===== src/rtl/awd_pkg.sv =====
package awd_pkg;
    localparam int TGT_W  = 4;
    localparam int ATTR_W = 8;
    localparam int GRAN_W = 16;

    typedef struct packed {
        logic              en;
        logic [TGT_W-1:0]  tgt;
        logic [ATTR_W-1:0] attr;
        logic [GRAN_W-1:0] size;
        logic [GRAN_W-1:0] base;
        logic [GRAN_W-1:0] remap;
    } win_cfg_t;
endpackage


===== src/rtl/awd_regfile.sv =====
module awd_regfile
    import awd_pkg::*;
#(
    parameter int NUM_WIN   = 4,
    parameter int NUM_REMAP = 2,
    parameter int STRIDE_LG = 4,
    parameter int REG_AW    = 8
) (
    input  logic              clk,
    input  logic              rst_n,
    input  logic [REG_AW-1:0] reg_addr,
    input  logic [31:0]       reg_wdata,
    input  logic              reg_we,
    output logic [31:0]       reg_rdata,
    output win_cfg_t          cfg [NUM_WIN]
);
    localparam int WSEL_W = REG_AW - STRIDE_LG;
    localparam logic [STRIDE_LG-1:0] OFF_CTRL  = STRIDE_LG'(0);
    localparam logic [STRIDE_LG-1:0] OFF_BASE  = STRIDE_LG'(4);
    localparam logic [STRIDE_LG-1:0] OFF_REMAP = STRIDE_LG'(8);

    win_cfg_t cfg_d [NUM_WIN];
    win_cfg_t cfg_q [NUM_WIN];

    logic [WSEL_W-1:0]    sel_win;
    logic [STRIDE_LG-1:0] sel_off;
    logic                 unused_wbits;

    assign sel_win      = reg_addr[REG_AW-1:STRIDE_LG];
    assign sel_off      = reg_addr[STRIDE_LG-1:0];
    assign unused_wbits = ^reg_wdata[3:1];

    always_comb begin
        cfg_d     = cfg_q;
        reg_rdata = '0;
        for (int w = 0; w < NUM_WIN; w++) begin
            if (sel_win == WSEL_W'(w)) begin
                if (reg_we) begin
                    case (sel_off)
                        OFF_CTRL: begin
                            cfg_d[w].en   = reg_wdata[0];
                            cfg_d[w].tgt  = reg_wdata[7:4];
                            cfg_d[w].attr = reg_wdata[15:8];
                            cfg_d[w].size = reg_wdata[31:16];
                        end
                        OFF_BASE:  cfg_d[w].base  = reg_wdata[31:16];
                        OFF_REMAP: cfg_d[w].remap = reg_wdata[31:16];
                        default: ;
                    endcase
                end
                case (sel_off)
                    OFF_CTRL:  reg_rdata = {cfg_q[w].size, cfg_q[w].attr,
                                            cfg_q[w].tgt, 3'b000, cfg_q[w].en};
                    OFF_BASE:  reg_rdata = {cfg_q[w].base, 16'h0000};
                    OFF_REMAP: reg_rdata = {cfg_q[w].remap, 16'h0000};
                    default:   reg_rdata = '0;
                endcase
            end
            if (w >= NUM_REMAP) begin
                cfg_d[w].remap = '0;
            end
        end
    end

    always_ff @(posedge clk or negedge rst_n) begin
        if (!rst_n) begin
            for (int w = 0; w < NUM_WIN; w++) begin
                cfg_q[w] <= '0;
            end
        end else begin
            cfg_q <= cfg_d;
        end
    end

    assign cfg = cfg_q;
endmodule


===== src/rtl/awd_match.sv =====
module awd_match
    import awd_pkg::*;
#(
    parameter int NUM_WIN = 4
) (
    input  logic [GRAN_W-1:0] addr_hi,
    input  win_cfg_t          cfg     [NUM_WIN],
    output logic [NUM_WIN-1:0] hit_vec,
    output logic [GRAN_W-1:0] diff    [NUM_WIN]
);
    for (genvar w = 0; w < NUM_WIN; w++) begin : g_win
        logic [GRAN_W-1:0] delta;
        assign delta      = addr_hi - cfg[w].base;
        assign diff[w]    = delta;
        assign hit_vec[w] = cfg[w].en && (delta <= cfg[w].size);
    end
endmodule


===== src/rtl/awd_select.sv =====
module awd_select
    import awd_pkg::*;
#(
    parameter int NUM_WIN   = 4,
    parameter int NUM_REMAP = 2,
    parameter int IDX_W     = 2
) (
    input  logic [31:0]        addr,
    input  win_cfg_t           cfg     [NUM_WIN],
    input  logic [NUM_WIN-1:0] hit_vec,
    input  logic [GRAN_W-1:0]  diff    [NUM_WIN],
    output logic               hit,
    output logic [IDX_W-1:0]   idx,
    output logic [TGT_W-1:0]   tgt,
    output logic [ATTR_W-1:0]  attr,
    output logic [31:0]        xlat
);
    always_comb begin
        hit  = 1'b0;
        idx  = '0;
        tgt  = '0;
        attr = '0;
        xlat = addr;
        for (int w = NUM_WIN - 1; w >= 0; w--) begin
            if (hit_vec[w]) begin
                hit  = 1'b1;
                idx  = IDX_W'(w);
                tgt  = cfg[w].tgt;
                attr = cfg[w].attr;
                if (w < NUM_REMAP) begin
                    xlat = {cfg[w].remap + diff[w], addr[15:0]};
                end else begin
                    xlat = addr;
                end
            end
        end
    end
endmodule


===== src/rtl/addr_win_decoder.sv =====
module addr_win_decoder
    import awd_pkg::*;
#(
    parameter int NUM_WIN   = 4,
    parameter int NUM_REMAP = 2,
    parameter int STRIDE    = 16,
    parameter int STRIDE_LG = $clog2(STRIDE),
    parameter int REG_AW    = $clog2(NUM_WIN * STRIDE) + 1,
    parameter int IDX_W     = (NUM_WIN > 1) ? $clog2(NUM_WIN) : 1
) (
    input  logic              clk,
    input  logic              rst_n,
    input  logic [REG_AW-1:0] reg_addr,
    input  logic [31:0]       reg_wdata,
    input  logic              reg_we,
    output logic [31:0]       reg_rdata,
    input  logic [31:0]       lk_addr,
    output logic              hit_o,
    output logic [IDX_W-1:0]  idx_o,
    output logic [3:0]        target_o,
    output logic [7:0]        attr_o,
    output logic [31:0]       xlat_o
);
    typedef struct packed {
        logic              hit;
        logic [IDX_W-1:0]  idx;
        logic [TGT_W-1:0]  tgt;
        logic [ATTR_W-1:0] attr;
        logic [31:0]       xlat;
    } dec_out_t;

    win_cfg_t           cfg     [NUM_WIN];
    logic [NUM_WIN-1:0] hit_vec;
    logic [GRAN_W-1:0]  diff    [NUM_WIN];
    logic [NUM_WIN-1:0] win_en;
    dec_out_t           out_d, out_q;

    awd_regfile #(
        .NUM_WIN(NUM_WIN), .NUM_REMAP(NUM_REMAP),
        .STRIDE_LG(STRIDE_LG), .REG_AW(REG_AW)
    ) i_regs (
        .clk(clk), .rst_n(rst_n), .reg_addr(reg_addr), .reg_wdata(reg_wdata),
        .reg_we(reg_we), .reg_rdata(reg_rdata), .cfg(cfg)
    );

    awd_match #(.NUM_WIN(NUM_WIN)) i_match (
        .addr_hi(lk_addr[31:16]), .cfg(cfg), .hit_vec(hit_vec), .diff(diff)
    );

    awd_select #(.NUM_WIN(NUM_WIN), .NUM_REMAP(NUM_REMAP), .IDX_W(IDX_W)) i_sel (
        .addr(lk_addr), .cfg(cfg), .hit_vec(hit_vec), .diff(diff),
        .hit(out_d.hit), .idx(out_d.idx), .tgt(out_d.tgt),
        .attr(out_d.attr), .xlat(out_d.xlat)
    );

    for (genvar w = 0; w < NUM_WIN; w++) begin : g_en
        assign win_en[w] = cfg[w].en;
    end

    always_ff @(posedge clk or negedge rst_n) begin
        if (!rst_n) begin
            out_q <= '0;
        end else begin
            out_q <= out_d;
        end
    end

    assign hit_o    = out_q.hit;
    assign idx_o    = out_q.idx;
    assign target_o = out_q.tgt;
    assign attr_o   = out_q.attr;
    assign xlat_o   = out_q.xlat;
endmodule


===== config.mk =====
export PLATFORM = sky130hd
export DESIGN_NAME = addr_win_decoder
export DESIGN_NICKNAME = d
export VERILOG_FILES = /design/src/rtl/awd_pkg.sv /design/src/rtl/awd_regfile.sv /design/src/rtl/awd_match.sv /design/src/rtl/awd_select.sv /design/src/rtl/addr_win_decoder.sv
export SDC_FILE = /design/constraint.sdc
export NUM_CORES = 1
export LEC_CHECK = 0
export BUFFER_PORTS_ARGS = -buffer_cell sky130_fd_sc_hd__buf_2
export CAP_MARGIN = 5
export CORE_ASPECT_RATIO = 1.75
export CORE_MARGIN = 2
export CORE_UTILIZATION = 45
export DETAILED_ROUTE_END_ITERATION = 10
export HOLD_SLACK_MARGIN = 0.03
export PLACE_DENSITY_LB_ADDON = 0.2
export SYNTH_ARGS = -nofsm -noshare
export SYNTH_HDL_FRONTEND = slang
export SYNTH_SLANG_ARGS = --single-unit

===== constraint.sdc =====
create_clock -name clk -period 5.3 [get_ports clk]
set_input_delay 1.06 -clock clk [delete_from_list [all_inputs] [get_ports clk]]
set_output_delay 1.06 -clock clk [all_outputs]
set_load 0.02 [all_outputs]

==> key figures, run 1 <==
Status
  – Status: finished clean

Timing
  – Minimum clock period: around 5000 ps
  – Max Fclk: ~0.2 GHz
  – Pin slew with the least headroom to its limit: ~1200 ps
  – Final period util: 0.943
  – Final Max Tran Viols: 0
  – Setup slack after layout: 301 ps
  – RSZ-0062 raised after global routing: false
  – Final Skew: approximately 24 ps
  – Setup violations, final: 0
  – Final hold violations: 0
  – Normalized max-slew margin: 0.230
  – Final hold slack: a little under 500 ps

Place
  – Place WS: -423 ps
  – Dpl cell area: roughly 19000 um^2
  – Port Buffers: between 100 and 150
  – DPL Wire Length: ~39 mm
  – Placer Congestion: roughly 0.95

Yosys
  – Post-synth EDFFs: 0
  – Synthesized area: between 15000 and 20000 um^2
  – Yosys cell types: 70
  – Flops & latches, synth: around 260
  – Post-synth ARST share: 1.00
  – Top_reg_cell synth: dfrtp_1
  – Synth warn: 0
  – Sequential share of the synthesized area: 0.380
  – Post-synthesis cell count: between 1500 and 2000
  – Mapped Avg Cell Area: just under 10 um^2

Power
  – Pwr dens: just over 300 nW/um^2
  – Leak Pwr: around 9.4 nW
  – Maximum vdd drop: around 210 uV

Setup path
  – Critical path type: in2reg
  – Slowest-stage cell, CP: or4b_1
  – Crit path DAT: 5490 ps
  – Crit path top cell by count: buf_4
  – Critical Path Fanout Max: 4
  – Req. time, crit path: 5790 ps
  – CP startpoint kind: primary input
  – Critical Path Max Stage Delay: ~500 ps
  – Crit end category: register
  – Worst path cell trace: buf_2 > buf_4 > ha_1 > nor2b_1 > o2111ai_1 > a41oi_1 > o41ai_1 > buf_4 > o21ba_2 > xnor2_1 > ha_1 > a21o_1 > a21oi_1 > or4b_1 > a31o_2 > a21oi_1 > xor3_1 > a211oi_1 > buf_4 > a21o_1

Layout
  – Layout cells sized above 1: 0.253
  – Multi-input gate area: 9700 um^2
  – Nets@finish: between 2000 and 2500
  – Most common cell after layout, fill and taps aside: dfrtp_1
  – Register area: ~6500 um^2
  – Fin area: just under 20000 um^2
  – Fillers: 3425
  – Post-layout util: 0.527
  – Antenna diodes: 0
  – Leading cell types in the layout, fill and taps excluded: 259 x dfrtp_1, 182 x mux2_2, 154 x ha_1
  – Area growth syn-to-layout: 16.0%

CTS
  – CTS Root Cell: clkbuf_16
  – TritonCTS clock tree: yes
  – Post-CTS Hold Buffers: 0
  – CTS sink cnt: ~260
  – CTS clk-pin slew, worst paths: 60 ps
  – Clock network latency to the later pin of the worst-skew pair: approximately 560 ps
  – Clk buf depth: 3
  – CTS HTree Levels: 1
  – CTS buffer count: 27

Floorplanning
  – Full die area: between 30000 and 40000 um^2
  – Standard-cell rows: 94
  – Initial core utilization: 0.454
  – Die Y: 261 um
  – # IOs: about 150
  – Core area: ~38000 um^2
  – Die X: between 150 and 200 um

Min path
  – Worst hold-check path type: reg2reg

Global routing
  – Largest net degree at the start of global routing: approximately 120
  – First-pass GRT wire length: just under 80 mm
  – Initial antenna violation count: 0
  – GRT Resource Usage Total: 0.259
  – Vias in the first global route: ~14000
  – Grt total ovfl: 0

Routing
  – Detailed Route WL: approximately 52 mm
  – Wire per inst: roughly 21 um
  – Via Count: 14100
  – Drt initial violations: 777
  – Detail Route Antenna Nets: 0
  – Vias per inst: roughly 5.8
  – Drt first pass iters: 5
  – DRC violations left: 0

Job
  – # Max-Cap Violations: 0
## area by class of cell
class / instances / share of cell area
multi-input cells: 1250 / 0.491
flip-flops and latches: 259 / 0.328
repair buffers: 240 / 0.0770
clock buffers: 32 / 0.0367
well taps: 480 / 0.0304
inverters: 152 / 0.0289
clock inverters: 15 / 0.00817
## metrics by stage
stage | TNS, ps | instances | total power [W]
after floorplan | 0 | 1755 | 0.00353
after global placement | -8230 | 2378 | 0.00409
after detailed placement | -10260 | 2378 | 0.00414
after CTS | 0 | 2425 | 0.00614
after global routing | 0 | 2428 | 0.00644
final | 0 | 2428 | 0.00609
## timing repair
item	CTS	global route
buffers inserted	0	2
endpoints found under the setup margin	0	31
gates resized for setup	0	11
## kinds of logic (layout without fill, tap and decap cells)
logic type	Yosys count	after routing	synth area share
multiplexers	187	187	0.123
AND/OR/NAND/NOR	370	370	0.104
adder cells (fa/ha/maj)	160	160	0.120
AO/OA/AOI/OAI	453	454	0.176
other	1	3	0.000220
flip-flops	259	259	0.380
XOR/XNOR	76	76	0.0408
buffers and inverters	247	439	0.0553
## synth_stat cells (3+ instances only)
master      n  share of area
nand3_1    32         0.0094
a22oi_1    48          0.021
nor3_1     27         0.0079
ha_1      154           0.11
buf_1       8         0.0018
xor2_1     12         0.0062
mux2_2    182           0.12
clkbuf_1   81          0.018
fa_1        6         0.0070
o31ai_1    18         0.0079
and3_1     10         0.0037
nor2b_1    44          0.016
o21bai_1   13         0.0057
a211o_1     4         0.0021
dfrtp_1   259           0.38
nand2b_1   11         0.0040
o22ai_1    46          0.017
o211ai_1    3         0.0013
a21o_1     32          0.014
o21ai_0   104          0.031
inv_1     152          0.033
buf_4       3         0.0013
and2_1      3         0.0011
o21ba_2     3         0.0018
nor2_1     77          0.017
nand4_1    13         0.0048
a21oi_1    86          0.025
o21a_1     15         0.0066
a21boi_0    7         0.0031
and4_1      4         0.0021
xnor2_1    62          0.032
or3_1       8         0.0029
nand2_1   127          0.028
mux2i_1     5         0.0029
a221oi_1   28          0.014
a211oi_1   19         0.0084
## path summary, 6_finish.rpt
kind,startpoint,end,slack (ps),cells past startpoint
hold reg to reg,i_regs.cfg[236],attr_o[5],490,2
setup / recovery,lk_addr[17],xlat_o[31],300,20
max in group asynchronous,rst_n,i_regs.cfg[37],3590,2
hold / removal,i_regs.cfg[236],attr_o[5],490,2
min in group asynchronous,rst_n,xlat_o[17],540,1
setup reg to reg,i_regs.cfg[139],xlat_o[31],640,19
## where the power goes
group	internal [W]	switching (W)	leakage, nW	total [W]
Combinational	0.000818	0.00103	5.65	0.00185
Sequential	0.00217	0.000118	3.34	0.00228
Clock	0.00112	0.000840	0.435	0.00196
## per-layer routing
layer,wire length (um),vias up,track usage
met5,0,-,0
met4,3660,0,0.165
met3,2020,147,0.0246
met2,27600,443,0.484
met1,18600,6883,0.275
li1,-,6610,-
## worst max-delay path, delay by kind of cell
kind            cells  cell delay [ps]
compound gates     10             2050
fa+ha+maj           2              620
simple gates        2              640
buf+inv             4              610
xor+xnor            2              500
## registers in the layout, summed over array words and instances, names as in the netlist
register / count
xlat_o: 32
hit_o: 1
idx_o: 2
attr_o: 8
target_o: 4
i_regs.cfg: 212
Note: power is estimated with default switching activity, not from simulation.
==> run 2: changes to the inputs <==
REMOVE_ABC_BUFFERS = 1   (was default)
==> run 2 against run 1 <==
- register-to-register slack lost 130 ps
- worst setup slack lost 67 ps
- highest routed layer unchanged
- critical path depth grew 3
- non-clock buffer count grew 9
- sequential power is essentially flat
- sequential share of layout area shrank 0.17 points
- count of clock-buffer cells in the layout grew 3
- final cell count grew 0.41%
- clock power grew 3%
- maximum frequency shrank 1.3%
==> key figures, run 2 (synthesis results as in run 1) <==
Status
  – Status: finished clean

Layout
  – Fillers: between 3000 and 4000
  – Most common cell after layout, fill and taps aside: dfrtp_1
  – Layout cells sized above 1: 0.257
  – Leading cell types in the layout, fill and taps excluded: 259 x dfrtp_1, 182 x mux2_2, 154 x ha_1
  – Finished Layout Cells: 2438
  – Multi-input gate area: about 10000 um^2
  – Register area: 6480 um^2
  – Nets@finish: 2171
  – Max reg flops: around 210
  – Area growth syn-to-layout: 16.6%

Setup path
  – Slowest-stage cell, CP: fa_1
  – Worst reg-to-reg setup slack: just over 500 ps
  – Delay-heaviest family, CP: compound AO/OA/AOI/OAI gates
  – Critical Path Fanout Max: 13
  – Crit path to: target_o[1]
  – Worst path cell trace: buf_2 > inv_1 > buf_4 > ha_1 > fa_1 > nor2b_1 > o21ai_0 > a21boi_1 > o21ai_0 > nand2b_1 > a21oi_1 > buf_4 > o31ai_1 > nor2_1 > xnor2_1 > ha_1 > nand4_1 > or2_2 > o32a_1 > a211oi_2 > buf_12 > a221oi_1 > o31ai_1
  – CP startpoint kind: primary input
  – Critical path depth in cells: 23
  – Crit path launch: lk_addr[16]
  – End of the worst register-to-register path: target_o[1]
  – Critical Path Max Stage Delay: 390 ps
  – Req. time, crit path: about 5800 ps
  – Crit end category: register
  – Worst path bufs/invs: 5
  – Reg2reg start: i_regs.cfg[78]
  – Critical path type: in2reg
  – Crit path DAT: ~5500 ps
  – Register-to-Register Path Depth: 24

Timing
  – Pin slew with the least headroom to its limit: around 1100 ps
  – Final hold violations: 0
  – Final Max Tran Viols: 0
  – Final hold slack: between 400 and 500 ps
  – Normalized max-slew margin: 0.267
  – Final Skew: between 15 and 20 ps
  – Minimum clock period: slightly above 5000 ps
  – Max Fclk: 0.197 GHz
  – Setup violations, final: 0
  – Final period util: 0.956
  – RSZ-0062 raised after global routing: true

Global routing
  – Grt total ovfl: 0
  – First-pass GRT wire length: between 70 and 80 mm
  – Initial antenna violation count: 3
  – Largest net degree at the start of global routing: 117
  – Vias in the first global route: approximately 15000
  – GRT Resource Usage Total: 0.260

CTS
  – CTS buffer count: 26
  – Post-CTS Hold Buffers: 0
  – Clk buf depth: 3
  – CTS sink cnt: ~260
  – TritonCTS clock tree: yes
  – Clock network latency to the later pin of the worst-skew pair: between 500 and 600 ps
  – CTS Root Cell: clkbuf_16
  – CTS HTree Levels: 1
  – CTS clk-pin slew, worst paths: around 70 ps
  – Postcts setup bufs: 0

Power
  – Maximum vdd drop: 316 uV
  – Pwr dens: approximately 310 nW/um^2
  – Switching Fraction: 0.324
  – P_sw: roughly 0.002 W
  – Int Pwr: between 0.004 and 0.005 W
  – Power Total: ~0.0062 W
  – Logic pwr share: 0.305
  – Clk network pwr share: 0.324
  – Leak Pwr: approximately 9.5 nW
  – Seq pwr share: 0.371

Routing
  – Drt initial violations: approximately 630
  – Via Count: 14000
  – DRC violations left: 0
  – Detailed Route WL: just over 50 mm
  – Drt first pass iters: 5
  – Detail Route Antenna Nets: 0
  – Wire per inst: 20.9 um
  – Vias per inst: about 5.8

Floorplanning
  – # IOs: between 150 and 200
  – Full die area: 39500 um^2
  – Standard-cell rows: 94
  – Initial core utilization: 0.454
  – Die Y: between 200 and 300 um
  – Core area: about 38000 um^2
  – Die X: 151 um

Place
  – Port Buffers: 146
  – DPL Wire Length: about 39 mm
  – Inst Count DP: approximately 2400
  – Placer Congestion: ~0.89

Job
  – # Max-Cap Violations: 0

Min path
  – Worst hold-check path type: reg2reg
## run 2: worst min-delay path by stage
stage	start	end	slack, ps	cells after the start
after CTS	i_regs.cfg[238]	attr_o[7]	490	2
after detailed placement	i_regs.cfg[237]	attr_o[6]	490	2
after global placement	i_regs.cfg[242]	target_o[3]	470	2
after global routing	i_regs.cfg[235]	attr_o[4]	510	2
after floorplan	i_regs.cfg[231]	attr_o[0]	460	2
final	i_regs.cfg[238]	attr_o[7]	490	2
## run 2: worst register-to-register path, cell delays in order, from the launching register on
cell,delay (ps)
dfrtp_1,420
inv_1,60
ha_1,260
nor2b_1,130
o21ai_1,180
a21boi_0,150
o21ai_0,170
buf_4,160
a211oi_2,100
o311ai_2,420
buf_4,190
nand2b_1,50
a21oi_1,170
xnor2_1,140
ha_1,270
a21o_1,200
a21o_1,180
a21oi_1,150
buf_4,140
o21ai_0,100
o22ai_1,310
and2_1,230
buf_12,160
a221oi_1,90
o31ai_1,260
## run 2: area by class of cell
cell class              instances  share of cell area
multi-input cells            1249               0.489
flip-flops and latches        259               0.326
inverters                     152              0.0287
clock inverters                11             0.00794
well taps                     480              0.0302
clock buffers                  35              0.0375
repair buffers                249              0.0802
diodes                          3            0.000378
## run 2: metal layers
metal | up-vias | wire, um | track usage
li1 | 6620 | - | -
met5 | - | 0 | 0
met4 | 0 | 2400 | 0.131
met2 | 377 | 27800 | 0.498
met1 | 6914 | 18400 | 0.274
met3 | 132 | 2210 | 0.0314
## run 2: repair_timing
item,CTS,global route
resized for setup,1,13
endpoints found under the setup margin,1,31
gates cloned,0,0
## run 2: per-stage QoR
stage / util / TNS [ps] / worst slack (ps) / area (um^2)
after global routing: 0.529 / -9.85 / -9.85 / 19900
after CTS: 0.529 / 0 / 70.1 / 19800
final: 0.529 / 0 / 234 / 19900
after global placement: 0.504 / -11230 / -525 / 18900
after detailed placement: 0.504 / -13760 / -593 / 18900
after floorplan: - / -551720 / -3860 / 16700
## run 2: power by group through the flow
stage / logic (W) / clock network (W) / registers [W]
2_1_floorplan: 0.00115 / 0 / 0.00235
3_3_place_gp: 0.00184 / 0 / 0.00232
3_5_place_dp: 0.00188 / 0 / 0.00233
4_1_cts: 0.00189 / 0.00205 / 0.00230
5_1_grt: 0.00210 / 0.00212 / 0.00232
6_report: 0.00189 / 0.00201 / 0.00230
==> run 3: changes to the inputs <==
CORE_MARGIN = default   (was 2)
==> run 3 against run 2 <==
- register-to-register slack gained 80 ps
- flip-flop and latch count is the same
- critical path type unchanged
- global-route usage grew 0.38 points
- final cell count is essentially flat
- sequential power is essentially flat
- count of clock-buffer cells in the layout grew 8
- routed wire length shrank 1.5%
- sequential share of layout area is essentially flat
- die area shrank 2.1%
- worst hold slack lost 37 ps
- clock skew shrank 6.1 ps
- highest routed layer unchanged
==> key figures, run 3 (synthesis results as in run 1) <==
Setup path
  – Crit path top cell by count: buf_4
  – Critical path depth in cells: 20
  – End of the worst register-to-register path: xlat_o[31]
  – Critical Path Max Stage Delay: around 550 ps
  – Req. time, crit path: ~5800 ps
  – Reg2reg start: i_regs.cfg[139]
  – Worst path bufs/invs: 4
  – Worst reg-to-reg setup slack: a little under 600 ps
  – Critical Path Fanout Max: 3
  – CP startpoint kind: primary input
  – Delay-heaviest family, CP: compound AO/OA/AOI/OAI gates
  – Worst path cell trace: buf_2 > buf_4 > buf_4 > ha_1 > nor2b_1 > o2111ai_1 > a41oi_1 > o41ai_1 > buf_4 > o21ba_2 > xnor2_1 > ha_1 > a21o_1 > a21oi_1 > or4b_1 > a31o_2 > a21oi_1 > xor3_1 > a211oi_1 > a21o_1
  – Register-to-Register Path Depth: 18
  – Crit path DAT: around 5600 ps
  – Critical path type: in2reg
  – Slowest-stage cell, CP: or4b_1
  – Crit end category: register

Min path
  – Worst hold-check path type: in2async

Timing
  – Final hold violations: 0
  – Setup violations, final: 0
  – Minimum clock period: between 5000 and 6000 ps
  – Max Fclk: ~0.20 GHz
  – Final period util: 0.961
  – Final Skew: 9.77 ps
  – Normalized max-slew margin: 0.269
  – Final Max Tran Viols: 0
  – Final hold slack: about 450 ps
  – Final TNS setup: 0 ps
  – Pin slew with the least headroom to its limit: about 1100 ps

Global routing
  – Vias in the first global route: roughly 15000
  – Initial antenna violation count: 1
  – First-pass GRT wire length: approximately 78 mm
  – GRT Resource Usage Total: 0.264
  – Largest net degree at the start of global routing: around 110
  – Grt total ovfl: 0

CTS
  – Post-CTS Hold Buffers: 0
  – Clock network latency to the later pin of the worst-skew pair: ~550 ps
  – CTS sink cnt: 259
  – CTS HTree Levels: 1
  – CTS buffer count: 27
  – CTS Root Cell: clkbuf_16
  – TritonCTS clock tree: yes
  – CTS clk-pin slew, worst paths: approximately 70 ps
  – Clk buf depth: 3
  – Postcts setup bufs: 0

Floorplanning
  – Initial core utilization: 0.456
  – Full die area: between 30000 and 40000 um^2
  – Core area: between 30000 and 40000 um^2
  – Die Y: about 260 um
  – # IOs: around 150
  – Standard-cell rows: 94
  – Die X: ~150 um

Layout
  – Layout cells sized above 1: 0.256
  – Leading cell types in the layout, fill and taps excluded: 259 x dfrtp_1, 182 x mux2_2, 154 x ha_1
  – Finished Layout Cells: approximately 2400
  – Fin area: slightly below 20000 um^2
  – Most common cell after layout, fill and taps aside: dfrtp_1
  – Nets@finish: 2171
  – Post-layout util: 0.531
  – Area growth syn-to-layout: 16.6%
  – Max reg flops: 212

Power
  – Switching Fraction: 0.322
  – Int Pwr: 0.00416 W
  – Seq pwr share: 0.374
  – Maximum vdd drop: 256 uV
  – Logic pwr share: 0.307
  – Pwr dens: roughly 310 nW/um^2
  – Clk network pwr share: 0.320
  – Leak Pwr: about 9.5 nW
  – P_sw: about 0.0020 W

Place
  – Inst Count DP: about 2400
  – DPL Wire Length: between 30 and 40 mm
  – Port Buffers: 146
  – Dpl cell area: 18900 um^2
  – Placer Congestion: approximately 0.9

Routing
  – Via Count: roughly 14000
  – Wire per inst: just over 20 um
  – Detail Route Antenna Nets: 0
  – Drt initial violations: a little over 700
  – Drt first pass iters: 5
  – Detailed Route WL: around 50 mm
  – DRC violations left: 0
  – Vias per inst: 5.76

Job
  – # Max-Cap Violations: 0

Status
  – Status: finished clean
==> run 3: cell count changes in the layout (fill, tap and decap cells not counted), moves of 2 or more <==
cell,previous run,this run
clkbuf_8,4,9
clkinv_2,6,1
clkbuf_1,4,7
buf_12,6,8
buf_4,96,94
bufinv_16,4,2
diode_2,3,1
==> run 3: metal layers <==
metal  GRT usage  vias to the layer above  share of wire
li1            -                     6624              -
met1       0.276                     6941           0.36
met2       0.509                      328           0.55
met3      0.0274                      128          0.035
met4       0.132                        0          0.047
met5           0                        -              0
==> run 3: worst max-delay path by stage <==
stage	startpoint	end	slack, ps
after CTS	lk_addr[16]	hit_o	60
after floorplan	reg_addr[0]	i_regs.cfg[100]	-3860
after global routing	lk_addr[17]	xlat_o[29]	-3
after global placement	lk_addr[17]	attr_o[2]	-480
final	lk_addr[17]	xlat_o[31]	210
after detailed placement	lk_addr[17]	attr_o[2]	-580
==> run 3: what timing repair did <==
action                                  CTS  global route
resized for setup                         1            12
endpoints found under the setup margin    1            30
pin swaps                                 0             3
hold endpoints to repair                  0             0
==> run 3: cell type report <==
cell class	instances	area, um^2
Tap cell	480	601
Clock buffer	43	826
Clock inverter	4	72.6
Multi-Input combinational cell	1249	9710
Sequential cell	259	6480
Inverter	152	571
Timing Repair Buffer	248	1610
Fill cell	3464	17500
Antenna cell	1	2.50
==> run 3: per-stage QoR <==
| stage | power, W | worst slack, ps |
|---|---|---|
| 2_1_floorplan | 0.00350 | -3860 |
| 3_3_place_gp | 0.00416 | -480 |
| 3_5_place_dp | 0.00421 | -581 |
| 4_1_cts | 0.00619 | 58.9 |
| 5_1_grt | 0.00650 | -3.37 |
| 6_report | 0.00614 | 207 |
==> run 3: power groups by stage <==
stage / combinational, W / sequential [W] / clock, W
2_1_floorplan: 0.00115 / 0.00235 / 0
3_3_place_gp: 0.00183 / 0.00232 / 0
3_5_place_dp: 0.00188 / 0.00233 / 0
4_1_cts: 0.00189 / 0.00229 / 0.00201
5_1_grt: 0.00209 / 0.00232 / 0.00209
6_report: 0.00189 / 0.00230 / 0.00196
==> run 3: worst reg2reg max path, delay by kind of cell (launching register included) <==
| kind | cells | cell delay (ps) |
|---|---|---|
| AO/OA/AOI/OAI | 10 | 2280 |
| XOR/XNOR | 2 | 410 |
| adder cells (fa/ha/maj) | 2 | 560 |
| buffers and inverters | 2 | 250 |
| flip-flops | 1 | 450 |
| AND/OR/NAND/NOR | 2 | 700 |
